### src/rtl/irqb_pkg.sv
package irqb_pkg;

  // Bit positions inside a configuration word; software depends on them.
  localparam int CFG_EN_BIT  = 0;
  localparam int CFG_ACK_BIT = 2;
  localparam int CFG_LVL_BIT = 3;

  // Byte offset of the first word and spacing between words.
  localparam int CFG_BASE   = 8;
  localparam int CFG_STRIDE = 4;

  // Window selected by the two top address bits.
  typedef enum logic [1:0] {
    RGN_PLAIN = 2'b00,
    RGN_HOLE  = 2'b01,
    RGN_SET   = 2'b10,
    RGN_CLR   = 2'b11
  } rgn_e;

endpackage

### src/rtl/irqb_regs.sv
module irqb_regs
  import irqb_pkg::*;
#(
  parameter int NUM_VEC = 61,
  parameter int IDX_W   = 6,
  parameter int ADDR_W  = 12,
  parameter int DATA_W  = 32
) (
  input  logic               clk,
  input  logic               rst_n,
  input  logic               reg_wr,
  input  logic [ADDR_W-1:0]  reg_addr,
  input  logic [DATA_W-1:0]  reg_wdata,
  output logic [DATA_W-1:0]  reg_rdata,
  output logic [NUM_VEC-1:0] cfg_en,
  output logic [NUM_VEC-1:0] cfg_lvl,
  output logic [NUM_VEC-1:0] ack_pulse
);

  localparam int OFF_W = ADDR_W - 2;
  localparam int VF_W  = OFF_W - 2;

  rgn_e              rgn;
  logic [OFF_W-1:0]  off;
  logic [OFF_W-1:0]  rel;
  logic [VF_W-1:0]   vfull;
  logic [IDX_W-1:0]  vsel;
  logic              hit;
  logic              cfg_we;

  logic [NUM_VEC-1:0] en_q, en_d;
  logic [NUM_VEC-1:0] lvl_q, lvl_d;
  logic [NUM_VEC-1:0] ack_q, ack_d;

  // Address decode.
  assign rgn   = rgn_e'(reg_addr[ADDR_W-1 -: 2]);
  assign off   = reg_addr[OFF_W-1:0];
  assign rel   = off - OFF_W'(CFG_BASE);
  assign vfull = rel[OFF_W-1:2];
  assign vsel  = vfull[IDX_W-1:0];
  assign hit   = (off >= OFF_W'(CFG_BASE)) && (rel[1:0] == 2'b00) &&
                 (32'(vfull) < NUM_VEC);
  assign cfg_we = reg_wr && hit && (rgn != RGN_HOLE);

  // Next state of the stored bits and of the acknowledge pulse.
  always_comb begin
    en_d  = en_q;
    lvl_d = lvl_q;
    ack_d = '0;
    if (cfg_we) begin
      for (int n = 0; n < NUM_VEC; n++) begin
        if (32'(vfull) == n) begin
          unique case (rgn)
            RGN_PLAIN: begin
              en_d[n]  = reg_wdata[CFG_EN_BIT];
              lvl_d[n] = reg_wdata[CFG_LVL_BIT];
              ack_d[n] = reg_wdata[CFG_ACK_BIT];
            end
            RGN_SET: begin
              en_d[n]  = en_q[n]  | reg_wdata[CFG_EN_BIT];
              lvl_d[n] = lvl_q[n] | reg_wdata[CFG_LVL_BIT];
              ack_d[n] = reg_wdata[CFG_ACK_BIT];
            end
            RGN_CLR: begin
              en_d[n]  = en_q[n]  & ~reg_wdata[CFG_EN_BIT];
              lvl_d[n] = lvl_q[n] & ~reg_wdata[CFG_LVL_BIT];
            end
            default: ;
          endcase
        end
      end
    end
  end

  always_ff @(posedge clk or negedge rst_n) begin
    if (!rst_n) begin
      en_q  <= '0;
      lvl_q <= '0;
      ack_q <= '0;
    end else begin
      if (cfg_we) begin
        en_q  <= en_d;
        lvl_q <= lvl_d;
      end
      ack_q <= ack_d;
    end
  end

  // Read path: only the plain window returns data; bit 2 is never stored.
  always_comb begin
    reg_rdata = '0;
    if (hit && (rgn == RGN_PLAIN)) begin
      reg_rdata[CFG_EN_BIT]  = en_q[vsel];
      reg_rdata[CFG_LVL_BIT] = lvl_q[vsel];
    end
  end

  assign cfg_en    = en_q;
  assign cfg_lvl   = lvl_q;
  assign ack_pulse = ack_q;

  logic unused_wdata;
  assign unused_wdata = ^{reg_wdata[DATA_W-1:CFG_LVL_BIT+1], reg_wdata[1]};

  AST_ACK_SINGLE: assert property (@(posedge clk) disable iff (!rst_n)
    $onehot0(ack_q));

  AST_ACK_NO_HOLD: assert property (@(posedge clk) disable iff (!rst_n)
    (!reg_wr) |=> (ack_q == '0));

endmodule

### src/rtl/irqb_track.sv
module irqb_track (
  input  logic clk,
  input  logic rst_n,
  input  logic src,
  input  logic en,
  input  logic lvl,
  input  logic ack,
  input  logic take,
  output logic pend
);

  logic src_q;
  logic armed_q, armed_d;
  logic pend_q, pend_d;
  logic edge_ev;
  logic lvl_ev;
  logic set_ev;

  assign edge_ev = !lvl && src && !src_q;
  assign lvl_ev  = lvl && src && (armed_q || ack);
  assign set_ev  = en && (edge_ev || lvl_ev);

  always_comb begin
    pend_d = en && (set_ev || (pend_q && !take));
    if (!lvl) begin
      armed_d = 1'b1;
    end else if (en && lvl_ev) begin
      armed_d = 1'b0;
    end else if (ack) begin
      armed_d = 1'b1;
    end else begin
      armed_d = armed_q;
    end
  end

  always_ff @(posedge clk or negedge rst_n) begin
    if (!rst_n) begin
      src_q   <= 1'b0;
      armed_q <= 1'b1;
      pend_q  <= 1'b0;
    end else begin
      src_q   <= src;
      armed_q <= armed_d;
      pend_q  <= pend_d;
    end
  end

  assign pend = pend_q;

  AST_OFF_SILENT: assert property (@(posedge clk) disable iff (!rst_n)
    (!en) |=> (!pend_q));

  AST_EDGE_STEADY: assert property (@(posedge clk) disable iff (!rst_n)
    (!lvl && src && src_q && !pend_q) |=> (!pend_q));

  AST_LVL_DISARMED: assert property (@(posedge clk) disable iff (!rst_n)
    (lvl && !armed_q && !ack && !pend_q) |=> (!pend_q));

endmodule

### src/rtl/irqb_arb.sv
module irqb_arb #(
  parameter int NUM_VEC = 61,
  parameter int IDX_W   = 6
) (
  input  logic               clk,
  input  logic               rst_n,
  input  logic [NUM_VEC-1:0] pend,
  input  logic               msg_ready,
  output logic               msg_valid,
  output logic [IDX_W-1:0]   msg_vec,
  output logic [NUM_VEC-1:0] take
);

  logic [IDX_W-1:0] prio_idx;
  logic             any_pend;
  logic             lock_q, lock_d;
  logic [IDX_W-1:0] lock_idx_q;
  logic             hs;

  // Lowest set index wins.
  always_comb begin
    prio_idx = '0;
    for (int i = NUM_VEC - 1; i >= 0; i--) begin
      if (pend[i]) prio_idx = IDX_W'(i);
    end
  end

  assign any_pend  = |pend;
  assign msg_valid = lock_q || any_pend;
  assign msg_vec   = lock_q ? lock_idx_q : prio_idx;
  assign hs        = msg_valid && msg_ready;
  assign take      = hs ? (NUM_VEC'(1) << msg_vec) : '0;
  assign lock_d    = msg_valid && !msg_ready;

  always_ff @(posedge clk or negedge rst_n) begin
    if (!rst_n) begin
      lock_q     <= 1'b0;
      lock_idx_q <= '0;
    end else begin
      lock_q <= lock_d;
      if (lock_d) lock_idx_q <= msg_vec;
    end
  end

  AST_HOLD_STALL: assert property (@(posedge clk) disable iff (!rst_n)
    (msg_valid && !msg_ready) |=> (msg_valid && $stable(msg_vec)));

  AST_ZERO_FIRST: assert property (@(posedge clk) disable iff (!rst_n)
    (!lock_q && pend[0]) |-> (msg_vec == '0));

  AST_TAKE_SINGLE: assert property (@(posedge clk) disable iff (!rst_n)
    $onehot0(take));

  AST_VEC_RANGE: assert property (@(posedge clk) disable iff (!rst_n)
    msg_valid |-> (32'(msg_vec) < NUM_VEC));

endmodule

### src/rtl/irq_msg_bridge.sv
module irq_msg_bridge #(
  parameter int NUM_VEC = 61,
  parameter int IDX_W   = $clog2(NUM_VEC),
  parameter int ADDR_W  = 12,
  parameter int DATA_W  = 32
) (
  input  logic               clk,
  input  logic               rst_n,
  input  logic [NUM_VEC-1:0] irq_src,
  input  logic               reg_wr,
  input  logic [ADDR_W-1:0]  reg_addr,
  input  logic [DATA_W-1:0]  reg_wdata,
  output logic [DATA_W-1:0]  reg_rdata,
  output logic               msg_valid,
  input  logic               msg_ready,
  output logic [IDX_W-1:0]   msg_vec
);

  logic rst_meta_q, rst_sync_q;
  logic rst_int_n;

  logic [NUM_VEC-1:0] cfg_en;
  logic [NUM_VEC-1:0] cfg_lvl;
  logic [NUM_VEC-1:0] ack_pulse;
  logic [NUM_VEC-1:0] pend;
  logic [NUM_VEC-1:0] take;

  // Reset asserts at once and is released on a clock edge.
  always_ff @(posedge clk or negedge rst_n) begin
    if (!rst_n) begin
      rst_meta_q <= 1'b0;
      rst_sync_q <= 1'b0;
    end else begin
      rst_meta_q <= 1'b1;
      rst_sync_q <= rst_meta_q;
    end
  end
  assign rst_int_n = rst_sync_q;

  irqb_regs #(
    .NUM_VEC (NUM_VEC),
    .IDX_W   (IDX_W),
    .ADDR_W  (ADDR_W),
    .DATA_W  (DATA_W)
  ) u_regs (
    .clk       (clk),
    .rst_n     (rst_int_n),
    .reg_wr    (reg_wr),
    .reg_addr  (reg_addr),
    .reg_wdata (reg_wdata),
    .reg_rdata (reg_rdata),
    .cfg_en    (cfg_en),
    .cfg_lvl   (cfg_lvl),
    .ack_pulse (ack_pulse)
  );

  for (genvar g = 0; g < NUM_VEC; g++) begin : g_vec
    irqb_track u_trk (
      .clk   (clk),
      .rst_n (rst_int_n),
      .src   (irq_src[g]),
      .en    (cfg_en[g]),
      .lvl   (cfg_lvl[g]),
      .ack   (ack_pulse[g]),
      .take  (take[g]),
      .pend  (pend[g])
    );
  end

  irqb_arb #(
    .NUM_VEC (NUM_VEC),
    .IDX_W   (IDX_W)
  ) u_arb (
    .clk       (clk),
    .rst_n     (rst_int_n),
    .pend      (pend),
    .msg_ready (msg_ready),
    .msg_valid (msg_valid),
    .msg_vec   (msg_vec),
    .take      (take)
  );

  AST_RESET_QUIET: assert property (@(posedge clk) disable iff (!rst_n)
    (!rst_int_n) |-> (!msg_valid));

endmodule

### config.mk
export PLATFORM = sky130hd
export DESIGN_NAME = irq_msg_bridge
export DESIGN_NICKNAME = d
export VERILOG_FILES = /design/src/rtl/irqb_pkg.sv /design/src/rtl/irqb_regs.sv /design/src/rtl/irqb_track.sv /design/src/rtl/irqb_arb.sv /design/src/rtl/irq_msg_bridge.sv
export SDC_FILE = /design/constraint.sdc
export NUM_CORES = 1
export LEC_CHECK = 0
export ABC_AREA = 1
export BUFFER_PORTS_ARGS = -buffer_cell sky130_fd_sc_hd__buf_4
export CAP_MARGIN = 20
export CORE_ASPECT_RATIO = 1.1
export CORE_MARGIN = 2
export CORE_UTILIZATION = 45
export CTS_CLUSTER_DIAMETER = 60
export DETAILED_ROUTE_END_ITERATION = 12
export SLEW_MARGIN = 25
export SYNTH_ARGS = -nofsm -noshare
export SYNTH_HDL_FRONTEND = slang
export SYNTH_HIERARCHICAL = 1
export SYNTH_SLANG_ARGS = --single-unit
### constraint.sdc
create_clock -name clk -period 10.27 [get_ports clk]
set_clock_uncertainty 0.2 [all_clocks]
set_input_delay 0.5135 -clock clk [delete_from_list [all_inputs] [get_ports clk]]
set_output_delay 0.5135 -clock clk [all_outputs]
set_load 0.02 [all_outputs]
==> reports/results.txt, run 1 <==
run status: complete, no violations
via count of the first global-routing pass: 19279
CP max stage delay: 0.63 ns
antenna violations before repair: 0
CP max stage cell: sky130_fd_sc_hd__o21ai_1
global placer's final weighted congestion: 0.914
Yosys cell types: 39
total via count after detailed routing: 20286
setup total negative slack: 0 ns
CTS tree: yes
# DRC: 0
required time worst endpoint: 9.56 ns
drt first-iter violations: 2038
total power density per cell area: 146 mW/mm^2
Primary FF master, synth: sky130_fd_sc_hd__dfrtp_1
type of the worst setup path: flip-flop to output port
Crit Reg-Reg Endpoint: g_vec[11].u_trk/pend
Buffers & Inverters on Critical Path: 1
sequential fraction of the synthesis area: 44.6%
IO Pins: 148
FF-to-FF setup slack: 4.64 ns
clock buffers created by TritonCTS: 45
Vert. Die Dim: 232 um
most numerous cell on the critical path: sky130_fd_sc_hd__nand3_1
pin count of the biggest net entering global routing: 218
fraction of registers with async set or reset after synthesis: 100%
placed cells: 3570
number of antenna diodes: 0
Routed Antenna Nets: 0
DRT Wirelength: 71200 um
data arrival at the endpoint of the critical path: 4.94 ns
logic gate share of total power: 10.0%
overall power: 0.00355 W
portion of netlist area occupied by mux cells: 0%
XOR/XNOR Fraction of Synth Area: 0%
kind of start point of the critical path: flip-flop
Top delay family on crit path: simple AND/OR/NAND/NOR gates
utilization after layout: 52.3%
switching power as a share of total power: 26.3%
largest family of logic cells by synthesized area: simple AND/OR/NAND/NOR gates
power dissipated by switching net loads: 0.000934 W
min cycle time layout: 5.65 ns
share of post-route cells with drive strength above 1: 11.1%
signed area change from the synthesized netlist to the final layout: 14.9%
Final Hold Violating Endpoints: 0
class of the most critical hold timing path: primary input to async pin
starting density of the core: 45.5%
area fraction in and, or, nand and nor cells after synthesis: 35.5%
unrepaired setup endpoints after global routing: no
number of warning messages in the yosys log: 6
global-route total usage across every layer: 29.3%
global-route wire length before repair: 110000 um
worst r2r src: g_vec[59].u_trk/pend
count of standard-cell rows: 83
setup repair bufs after CTS: 0
count of endpoints failing setup in the final report: 0
Post-synth EDFFs: 0
clk buf depth: 3
share of the synthesized area in the top cell type: 37.0%
worst voltage drop across the vdd grid: 0.112 mV
Max Freq: 177 MHz
final global-route overflow total: 0
sequential group share of total power: 42.7%
commonest non-fill, non-tap cells in the layout: sky130_fd_sc_hd__nand2_1 (779), sky130_fd_sc_hd__inv_1 (472), sky130_fd_sc_hd__nor2_1 (396), sky130_fd_sc_hd__dfrtp_1 (313), sky130_fd_sc_hd__nand4_1 (163)
netlist area before placement: 0.0212 mm^2
Vias/cell: 5.46
Initial DRT Pass Iterations: 5
fraction of the mapped netlist area in compound gates: 7.61%
Port Buf Inserts: 88
total core area: 0.0466 mm^2
Final Max Slew Viols: 0
clock edge transition at the registers on the reported setup and hold paths: 0.05 ns
cell internal power dissipation: 0.00262 W
Yosys reg bits: 375
cell count after synthesis: 2997
adder-cell area share of the yosys netlist: 0.118%
largest area contributor in the synthesized netlist: sky130_fd_sc_hd__dfrtp_1
reported leakage power: 11.3 nW
area of the die: 0.0489 mm^2
endpoint class of the critical path: output port
max-capacitance violation count: 0
worst slew pin tran: 1.13 ns
Final nets: 3197
Slew Limit Headroom: 24.6%
number of fill cells in the layout: 4524
clock network power share: 47.3%
minimum hold slack: 0.0425 ns
TritonCTS Sinks: 375
maximum level of the CTS H-tree: 2
average wire per standard cell: 19.1 um
Area contributors post-synth: sky130_fd_sc_hd__dfrtp_1 (37%), sky130_fd_sc_hd__nand2_1 (14%), sky130_fd_sc_hd__inv_1 (8.3%)
Period Utilization, post-route: 55.0%
critical-path maximum fanout: 6
root buffer cell: sky130_fd_sc_hd__clkbuf_16
Layout Cells excl Fill: 3718
worst r2r path cells: 34
die width: 211 um
clk_lat worst skew: 0.59 ns
most frequent standard cell in the layout excluding fill and tap cells: sky130_fd_sc_hd__nand2_1
mean area per synthesized cell: 7.09 um^2
detailed placer's ending HPWL: 46200 um
timing repair:
action	4_1_cts	5_1_grt
endpoints found under the hold margin	64	0
hold buffers	63	0
resized for setup	0	0
power by group through the flow:
stage	combinational (W)	sequential, W	clock (W)
4_1_cts	0.000346	0.00152	0.00171
3_3_place_gp	0.000320	0.00154	0
3_5_place_dp	0.000325	0.00154	0
2_1_floorplan	0.000187	0.00156	0
5_1_grt	0.000387	0.00152	0.00177
6_report	0.000356	0.00152	0.00168
sequential cells by signal (all words and copies together) (netlist names):
name                 count
u_regs/cfg_lvl          61
u_regs/ack_pulse        61
u_regs/cfg_en           61
g_vec.u_trk/src_q       61
rst_meta_q               1
g_vec.u_trk/armed_q     61
g_vec.u_trk/pend        61
rst_int_n                1
u_arb/lock_q             1
u_arb/lock_idx_q         6
metal layers:
layer	GRT usage [%]	vias to the layer above	share of wire, %
li1	-	9588	-
met1	39.9	9646	42
met2	46.1	863	45
met3	5.02	189	8.7
met4	12.9	0	4.6
met5	0	-	0
how the worst max path moves through the flow:
stage	startpoint	endpoint	slack (ns)	cells past startpoint
after CTS	g_vec[59].u_trk/pend	msg_vec[1]	4.64	28
final	g_vec[59].u_trk/pend	msg_vec[1]	4.62	28
after global placement	g_vec[59].u_trk/pend	g_vec[23].u_trk/pend	4.73	34
after global routing	g_vec[59].u_trk/pend	msg_vec[0]	4.16	61
after detailed placement	g_vec[59].u_trk/pend	g_vec[23].u_trk/pend	4.75	34
after floorplan	rst_int_n	g_vec[0].u_trk/pend	4.00	0
synthesized netlist by cell type (all sizes together) (2+ instances only):
cell type / number
a31oi: 3
o21ai: 154
clkinv: 4
nor2: 468
o311ai: 51
buf: 85
conb: 2
dfrtp: 314
nand4: 171
inv: 477
clkbuf: 73
nand2: 788
ha: 2
nand3: 163
or2: 63
nor4: 13
a21oi: 67
nor3: 32
dfstp: 61
cells by family (layout without fill, tap and decap cells):
logic type                 after synthesis  in the layout
buffers and inverters                  639            736
other                                    2             31
and+or+nand+nor                       1699           1699
AOI/OAI and AO/OA                      280            280
adders and majority gates                2              2
DFF                                    375            375
through the flow:
stage / cell area [um^2] / worst slack [ns]
after global routing: 24400 / 4.16
after CTS: 24400 / 4.64
final: 24400 / 4.62
after global placement: 22200 / 4.73
after floorplan: 21300 / 4.00
after detailed placement: 22200 / 4.75
worst register-to-register path, delay by kind of cell, from the launching register on:
family / cells / cell delay (ns)
AO/OA/AOI/OAI: 5 / 1.46
AND/OR/NAND/NOR: 28 / 3.34
buffers and inverters: 1 / 0.13
flip-flops: 1 / 0.39
layout make-up:
class | count | area, um^2 | area share, %
Multi-Input combinational cell | 2012 | 9330 | 38.3
Inverter | 481 | 1810 | 7.40
Clock buffer | 68 | 1330 | 5.43
Tap cell | 595 | 744 | 3.05
Sequential cell | 375 | 9460 | 38.8
Clock inverter | 16 | 218 | 0.892
Timing Repair Buffer | 171 | 1510 | 6.19
Note: power is estimated with default switching activity, not from simulation.
==> run 2, diff against run 1 <==
Clock period 10.27 ns to 5.41 ns, I/O delays scaled along.
==> reports/results.txt, run 2 (same netlist as run 1, synthesis figures left out) <==
run status: complete, no violations
count of endpoints failing setup in the final report: 0 (unchanged)
# DRC: 0 (unchanged)
class of the most critical hold timing path: flip-flop to async pin
FF-to-FF setup slack: 0.32 ns (-4.32 ns)
global-route wire length before repair: 111000 um (+1.5%)
Crit Reg-Reg Endpoint: g_vec[42].u_trk/pend
CP max stage cell: sky130_fd_sc_hd__dfrtp_1
maximum level of the CTS H-tree: 2 (unchanged)
commonest non-fill, non-tap cells in the layout: sky130_fd_sc_hd__nand2_1 (764), sky130_fd_sc_hd__inv_1 (467), sky130_fd_sc_hd__nor2_1 (384), sky130_fd_sc_hd__dfrtp_1 (313), sky130_fd_sc_hd__nand4_1 (163)
total core area: 0.0466 mm^2 (unchanged)
Routed Antenna Nets: 0 (unchanged)
placed cells: 3598 (+0.78%)
utilization after layout: 53.8% (+1.5 points)
reported leakage power: 11.5 nW (+1.8%)
total via count after detailed routing: 20563 (+1.4%)
worst voltage drop across the vdd grid: 0.190 mV (+70%)
drt first-iter violations: 1797 (-12%)
setup total negative slack: 0 ns (unchanged)
DRT Wirelength: 72500 um (+1.8%)
final std cell area, no fill: 0.0251 mm^2 (+2.8%)
type of the worst setup path: flip-flop to flip-flop
unrepaired setup endpoints after global routing: yes
global-route total usage across every layer: 29.7% (+0.40 points)
Final Hold Violating Endpoints: 0 (unchanged)
Final nets: 3232 (+1.1%)
clk_lat worst skew: 0.60 ns (about the same)
most numerous cell on the critical path: sky130_fd_sc_hd__nand3_1
TritonCTS Sinks: 375 (unchanged)
Slew Limit Headroom: 29.7% (+5.1 points)
area of the die: 0.0489 mm^2 (unchanged)
kind of start point of the critical path: flip-flop
count of standard-cell rows: 83 (unchanged)
global placer's final weighted congestion: 0.924 (+1.1%)
Vert. Die Dim: 232 um (unchanged)
Initial DRT Pass Iterations: 6 (+1)
total power density per cell area: 264 mW/mm^2 (+82%)
signed area change from the synthesized netlist to the final layout: 18.1%
number of fill cells in the layout: 4476 (-1.1%)
starting density of the core: 45.5% (unchanged)
data arrival at the endpoint of the critical path: 5.35 ns (+0.41 ns)
average wire per standard cell: 19.3 um (+0.85%)
CTS tree: yes
most frequent standard cell in the layout excluding fill and tap cells: sky130_fd_sc_hd__nand2_1
antenna violations before repair: 0 (unchanged)
Final Max Slew Viols: 0 (unchanged)
endpoint class of the critical path: flip-flop
critical-path maximum fanout: 6 (unchanged)
Vias/cell: 5.48 (+0.42%)
CP max stage delay: 0.38 ns (-0.25 ns)
number of antenna diodes: 0 (unchanged)
final global-route overflow total: 0 (unchanged)
Period Utilization, post-route: 94.1%
post-placement cell area: 0.0225 mm^2 (+1.3%)
min cycle time layout: 5.09 ns
Max Freq: 196 MHz
root buffer cell: sky130_fd_sc_hd__clkbuf_16
clock edge transition at the registers on the reported setup and hold paths: 0.06 ns (about the same)
required time worst endpoint: 5.67 ns (-3.89 ns)
worst slew pin tran: 1.05 ns (-0.0764 ns)
die width: 211 um (unchanged)
IO Pins: 148 (unchanged)
worst r2r src: g_vec[59].u_trk/pend
detailed placer's ending HPWL: 48100 um (+4.2%)
Layout Cells excl Fill: 3753 (+0.94%)
pin count of the biggest net entering global routing: 218 (unchanged)
Port Buf Inserts: 88 (unchanged)
clock buffers created by TritonCTS: 45 (unchanged)
share of post-route cells with drive strength above 1: 13.8% (+2.7 points)
max-capacitance violation count: 0 (unchanged)
worst r2r path cells: 37 (+8.8%)
via count of the first global-routing pass: 19715 (+2.3%)
clk buf depth: 3 (unchanged)
run 2: worst max path at each step:
stage	startpoint	cells past startpoint	end	slack (ns)
floorplan	g_vec[57].u_trk/pend	35	g_vec[22].u_trk/pend	1.35
global placement	g_vec[58].u_trk/pend	69	g_vec[7].u_trk/pend	0.23
detailed placement	g_vec[58].u_trk/pend	69	g_vec[7].u_trk/pend	0.30
CTS	g_vec[59].u_trk/pend	61	msg_vec[0]	0.20
global route	g_vec[57].u_trk/pend	68	g_vec[52].u_trk/pend	-0.25
finish	g_vec[59].u_trk/pend	37	g_vec[42].u_trk/pend	0.32
run 2: stage by stage:
step	power, W	hold slack (ns)	worst slack (ns)
final	0.00664	0.0302	0.321
after global routing	0.00685	0.0683	-0.251
after CTS	0.00665	0.0585	0.196
after detailed placement	0.00357	-0.145	0.300
after global placement	0.00355	-0.144	0.227
after floorplan	0.00331	-0.225	1.35
run 2: per-layer routing:
metal | track usage [%] | vias up | routed length [um]
li1 | - | 9651 | -
met1 | 39.1 | 9759 | 29800
met2 | 46.5 | 919 | 32500
met3 | 5.86 | 234 | 5960
met4 | 15.7 | 0 | 4180
met5 | 0 | - | 0
run 2: power by group:
part	total [W]	internal, W	switching, W
sequential	0.00288	0.00285	0.0000242
clock	0.00304	0.00180	0.00124
combinational	0.000720	0.000205	0.000515
total	0.00664	0.00486	0.00178
run 2: repair_timing:
item / 4_1_cts / 5_1_grt
endpoints found under the setup margin: 0 / 62
hold buffers: 64 / 0
setup buffers: 0 / 5
endpoints found under the hold margin: 192 / 0
resized for setup: 0 / 94
run 2: critical path, delay by kind of cell (launching register included):
family | cells | cell delay (ns)
buffers and inverters | 2 | 0.32
AND/OR/NAND/NOR | 30 | 3.08
AO/OA/AOI/OAI | 5 | 0.99
flip-flops | 1 | 0.38
run 2: area by class of cell:
type / count / area, um^2 / area share [%]
clock buffer: 76 / 1400 / 5.56
clock inverter: 8 / 76.3 / 0.304
inverter: 481 / 1810 / 7.22
multi-input combinational: 2013 / 9730 / 38.8
sequential: 375 / 9460 / 37.7
tap: 595 / 744 / 2.97
timing repair buffer: 205 / 1860 / 7.43
